### src/rtl/pmc_pkg.sv
package pmc_pkg;
    typedef enum logic [1:0] {
        PM_ACTIVE   = 2'b00,
        PM_SUBACT   = 2'b01,
        PM_SUBSLEEP = 2'b10,
        PM_STUB     = 2'b11
    } pm_mode_e;

    typedef struct packed {
        pm_mode_e mode;
        logic     exc;
    } fsm_state_t;
endpackage

### src/rtl/pmc_irq_sync.sv
module pmc_irq_sync #(
    parameter int W      = 19,
    parameter int STAGES = 1
) (
    input  logic         clk,
    input  logic         rst_n,
    input  logic [W-1:0] req_async,
    output logic [W-1:0] req_sync
);
    logic [STAGES-1:0][W-1:0] chain_d, chain_q;

    always_comb begin
        chain_d[0] = req_async;
        for (int i = 1; i < STAGES; i++) begin
            chain_d[i] = chain_q[i-1];
        end
    end

    always_ff @(posedge clk or negedge rst_n) begin
        if (!rst_n) chain_q <= '0;
        else        chain_q <= chain_d;
    end

    assign req_sync = chain_q[STAGES-1];
endmodule

### src/rtl/pmc_wake_qual.sv
module pmc_wake_qual #(
    parameter int W = 19
) (
    input  logic [W-1:0] req_sync,
    input  logic [W-1:0] req_en,
    input  logic         mask,
    output logic         wake_hit
);
    logic [W-1:0] live;

    always_comb begin
        live     = req_sync & req_en;
        wake_hit = (|live) & ~mask;
    end
endmodule

### src/rtl/pmc_mode_fsm.sv
module pmc_mode_fsm
    import pmc_pkg::*;
(
    input  logic     clk,
    input  logic     rst_n,
    input  logic     clk_sel_sub,
    input  logic     sleep,
    input  logic     standby_sel,
    input  logic     lowspeed_on,
    input  logic     tmr_clksel,
    input  logic     wake_hit,
    output pm_mode_e mode_q,
    output logic     exc_q
);
    fsm_state_t st_d, st_q;
    logic       sub_ok;

    always_comb begin
        sub_ok  = ~standby_sel & lowspeed_on & tmr_clksel;
        st_d    = st_q;
        st_d.exc = 1'b0;
        unique case (st_q.mode)
            PM_ACTIVE: begin
                if (sleep)            st_d.mode = PM_STUB;
                else if (clk_sel_sub) st_d.mode = PM_SUBACT;
            end
            PM_SUBACT: begin
                if (sleep)             st_d.mode = sub_ok ? PM_SUBSLEEP : PM_STUB;
                else if (!clk_sel_sub) st_d.mode = PM_ACTIVE;
            end
            PM_SUBSLEEP: begin
                if (wake_hit) begin
                    st_d.mode = PM_SUBACT;
                    st_d.exc  = 1'b1;
                end
            end
            PM_STUB: st_d.mode = PM_STUB;
            default: st_d.mode = PM_ACTIVE;
        endcase
    end

    always_ff @(posedge clk or negedge rst_n) begin
        if (!rst_n) st_q <= '{mode: PM_ACTIVE, exc: 1'b0};
        else        st_q <= st_d;
    end

    assign mode_q = st_q.mode;
    assign exc_q  = st_q.exc;


    subsleep_entry_chk: assert property (@(posedge clk) disable iff (!rst_n)
        $rose(mode_q == PM_SUBSLEEP) |-> $past(mode_q == PM_SUBACT && sleep));


    exc_on_wake_chk: assert property (@(posedge clk) disable iff (!rst_n)
        exc_q |-> (mode_q == PM_SUBACT) && $past(mode_q == PM_SUBSLEEP));


    exc_single_chk: assert property (@(posedge clk) disable iff (!rst_n)
        exc_q |=> !exc_q);


    wake_exit_chk: assert property (@(posedge clk) disable iff (!rst_n)
        (mode_q == PM_SUBACT && $past(mode_q == PM_SUBSLEEP)) |-> exc_q);


    stub_sticky_chk: assert property (@(posedge clk) disable iff (!rst_n)
        $past(mode_q == PM_STUB) |-> mode_q == PM_STUB);
endmodule

### src/rtl/subsleep_pmc.sv
module subsleep_pmc
    import pmc_pkg::*;
#(
    parameter int NSRC        = 19,
    parameter int SYNC_STAGES = 1
) (
    input  logic            clk,
    input  logic            rst_pin_n,
    input  logic            clk_sel_sub,
    input  logic            sleep_strobe,
    input  logic            cfg_standby_sel,
    input  logic            cfg_lowspeed_on,
    input  logic            cfg_tmr_clksel,
    input  logic            global_mask,
    input  logic [NSRC-1:0] irq_req,
    input  logic [NSRC-1:0] irq_en,
    output logic [1:0]      mode,
    output logic            adc_clk_en,
    output logic            pwm_clk_en,
    output logic            hold_state,
    output logic            hold_io,
    output logic            exc_start
);
    logic [NSRC-1:0] req_sync;
    logic            wake_hit;
    pm_mode_e        cur_mode;
    logic            parked;

    pmc_irq_sync #(.W(NSRC), .STAGES(SYNC_STAGES)) u_sync (
        .clk       (clk),
        .rst_n     (rst_pin_n),
        .req_async (irq_req),
        .req_sync  (req_sync)
    );

    pmc_wake_qual #(.W(NSRC)) u_qual (
        .req_sync (req_sync),
        .req_en   (irq_en),
        .mask     (global_mask),
        .wake_hit (wake_hit)
    );

    pmc_mode_fsm u_fsm (
        .clk         (clk),
        .rst_n       (rst_pin_n),
        .clk_sel_sub (clk_sel_sub),
        .sleep       (sleep_strobe),
        .standby_sel (cfg_standby_sel),
        .lowspeed_on (cfg_lowspeed_on),
        .tmr_clksel  (cfg_tmr_clksel),
        .wake_hit    (wake_hit),
        .mode_q      (cur_mode),
        .exc_q       (exc_start)
    );

    always_comb begin
        parked     = (cur_mode == PM_SUBSLEEP) || (cur_mode == PM_STUB);
        mode       = cur_mode;
        adc_clk_en = ~parked;
        pwm_clk_en = ~parked;
        hold_state = parked;
        hold_io    = parked;
    end


    gate_vs_hold_chk: assert property (@(posedge clk) disable iff (!rst_pin_n)
        (adc_clk_en || pwm_clk_en) |-> !hold_io);


    no_exc_awake_chk: assert property (@(posedge clk) disable iff (!rst_pin_n)
        (cur_mode != PM_SUBSLEEP) |=> !exc_start || $past(cur_mode == PM_SUBSLEEP));
endmodule

### config.mk
export PLATFORM = sky130hd
export DESIGN_NAME = subsleep_pmc
export DESIGN_NICKNAME = d
export VERILOG_FILES = /design/src/rtl/pmc_pkg.sv /design/src/rtl/pmc_irq_sync.sv /design/src/rtl/pmc_wake_qual.sv /design/src/rtl/pmc_mode_fsm.sv /design/src/rtl/subsleep_pmc.sv
export SDC_FILE = /design/constraint.sdc
export NUM_CORES = 1
export LEC_CHECK = 0
export ABC_AREA = 1
export BUFFER_PORTS_ARGS = -buffer_cell sky130_fd_sc_hd__buf_2
export CORE_ASPECT_RATIO = 0.75
export CORE_MARGIN = 10
export CORE_UTILIZATION = 43
export DETAILED_ROUTE_END_ITERATION = 10
export PLACE_DENSITY_LB_ADDON = 0.2
export SYNTH_ARGS = -nofsm -noshare
export SYNTH_HDL_FRONTEND = slang
export SYNTH_SLANG_ARGS = --single-unit
### constraint.sdc
create_clock -name clk -period 1.8 [get_ports clk]
set_clock_uncertainty 0.05 [all_clocks]
set_input_delay 0.36 -clock clk [delete_from_list [all_inputs] [get_ports clk]]
set_output_delay 0.36 -clock clk [all_outputs]
set_load 0.005 [all_outputs]
==> results.yml <==
status:
  status: "complete, no violations"
critical_path:
  worst-setup-path-type: "flip-flop to primary output"
  critPathLaunchType: "flip-flop"
  critPathCaptureType: "primary output"
  reg2reg_depth: 8
  cp_max_fo: 7
  crit_required_ns: 1.39
  critPathArrivalTime_ns: 1.02
drt:
  wl_mm: 2.035
  antenna_left: 0
  via_per_inst: 4.314
  drc_errors: 0
  wl_per_cell_um: 13.30
  drt_iter0_markers: 13
  drtPass1Iterations: 4
  num_vias: 660
power_and_ir_drop:
  seqPwrFrac_pct: 55.6
  powerDensity_mw_per_mm2: 929.1
  swShare_pct: 26.00
  switchingPower_w: 0.0002675
  p_comb_share_pct: 19.2
  leakage_nw: 0.6177
  irDropWorstVdd_mv: 0.6099
  clockPowerShare_pct: 25.2
  p_int_w: 0.0007613
  p_total_w: 0.001029
timing:
  worst_slew_pin_slew_ns: 0.4674
  slew_viol_final: 0
  rsz0062_at_grt: "false"
  hold_viol: 0
  layout_setup_ws_ns: 0.3698
  setup_viol: 0
  period_needed_ns: 1.430
  fin_tns_setup_ns: 0
  min_period_over_period_pct: 79.45
  maxSlewHeadroom_pct: 68.84
  fmax_mhz: 699.2
cts:
  postCtsSetupBuffers: 0
  cts_tree: "built"
  clkTransAtPathRegs_ns: 0.11
  cts_sinks: 22
  cts_root_buf: "clkbuf_4"
  postCtsHoldBufs: 1
  cts_max_level: 1
  cts_made_buffers: 3
  post_cts_resized: 0
  clockBufferDepth: 2
  clock_latency_ns: 0.30
global_route:
  overflow: 0
  track_usage_pct: 10.64
  antenna_found_initial: 0
  grt_pass1_wl_mm: 3.443
  grt_pass1_vias: 744
  grt_max_degree: 23
cells_and_area:
  final_nets: 178
  layout-drive-gt1-share_pct: 45.80
  area_growth_pct: 39.81
  diodes: 0
  stdcell_count: 153
  fin_util_pct: 63.62
  n_fill_cell: 157
floorplanning:
  dieArea_mm2: 0.003976
  num_rows: 13
  die_h_um: 57.17
  initial_utilization_pct: 45.51
  core_area_mm2: 0.001740
  ios: 53
  die_w_um: 69.56
placed_design:
  place_inst: 148
  gp_congestion: 0.7830
  hpwl_mm: 1.767
  portBuffers: 52
  dp_slack_ns: 0.5374
min_path:
  hold_class: "primary input to flip-flop"
  hold_path_depth: 1
logic_synthesis:
  yosysUniqueCellTypes: 13
  syn_nets: 123
  yosysWarnings: 0
  synth-seq-cells: 22
  syn_inst: 77
  syn_area_um2: 792.0
  ys_seq_area_share_pct: 69.51
  syn_area_per_cell_um2: 10.29
run:
  cap_violations: 0
## synth_stat cells, drive strengths merged
library cell  instances  share of area, %
nor2                  9               4.9
o22ai                 1              0.79
nand2                33                16
nand3                 2               1.9
nor3                  3               1.9
inv                   2              0.95
o21bai                1               1.4
dfrtp                22                70
buf                   2               1.9
a21oi                 1              0.63
clkbuf                1              0.47
## area by class of cell
class,instances,area [um^2],area share (%)
Inverter,2,7.507,0.6780
Sequential cell,22,550.5,49.72
Tap cell,22,27.53,2.486
Timing Repair Buffer,53,270.3,24.41
Clock buffer,4,36.28,3.277
Multi-Input combinational cell,50,215.2,19.44
## power groups by stage
stage	Clock (W)	Combinational, W	Sequential, W
after floorplan	0	0.000100	0.000576
after global placement	0	0.000195	0.000576
after detailed placement	0	0.000202	0.000582
after CTS	0.000272	0.000204	0.000572
after global routing	0.000292	0.000227	0.000580
final	0.000259	0.000197	0.000572
## worst max-delay path, cell delays in order, from the launching register on
cell and delay (ns):
dfrtp_1 0.46, inv_1 0.13, buf_2 0.13
## flip-flops by register name (all words and copies together), names as in the netlist
signal,cells
u_fsm.exc_q,1
u_fsm.mode_q,2
u_sync.req_sync,19
## cell families (layout without fill, tap and decap cells)
family          Yosys count  in the layout  synth area share, %
compound gates            3              3                2.843
buf+inv                   5             59                3.317
simple gates             47             47                24.33
flops                    22             22                69.51
## layer usage
metal	global-route usage, %	wire length, um	vias to the layer above
met4	1.719	4	0
met3	7.427	257	2
li1	-	-	343
met1	10.84	760	281
met2	17.97	1012	34
met5	0	0	-
## placed cells by master (no fill, tap or decap)
cell type	netlist	final
o22ai_1	1	1
o21bai_2	1	1
clkbuf_8	0	1
buf_2	0	52
a21oi_1	1	1
inv_1	2	2
clkbuf_4	0	3
nor2_2	2	2
nor2_1	7	7
nand3_1	1	1
nand3_2	1	1
dlygate4sd3_1	0	1
nor3_1	3	3
dfrtp_1	22	22
nand2_1	33	33
## path summary, 6_finish.rpt
| path | startpoint | endpoint | slack (ns) |
|---|---|---|---|
| setup / recovery | u_fsm.mode_q[1] | adc_clk_en | 0.37 |
| hold / removal | irq_req[17] | u_sync.req_sync[17] | 0.11 |
| setup reg to reg | u_sync.req_sync[12] | u_fsm.mode_q[0] | 0.61 |
| hold reg to reg | u_fsm.mode_q[0] | u_fsm.exc_q | 0.50 |
| max in group asynchronous | rst_pin_n | u_fsm.exc_q | 0.90 |
| min in group asynchronous | rst_pin_n | u_sync.req_sync[11] | 0.48 |
## metrics by stage
stage	cell area [um^2]	hold WS [ns]
after floorplan	792.0	0.01441
after global placement	1061	0.2863
after detailed placement	1061	0.2960
after CTS	1107	0.09235
after global routing	1107	0.07844
final	1107	0.1056
No activity file was read; power rests on OpenSTA's default activity.
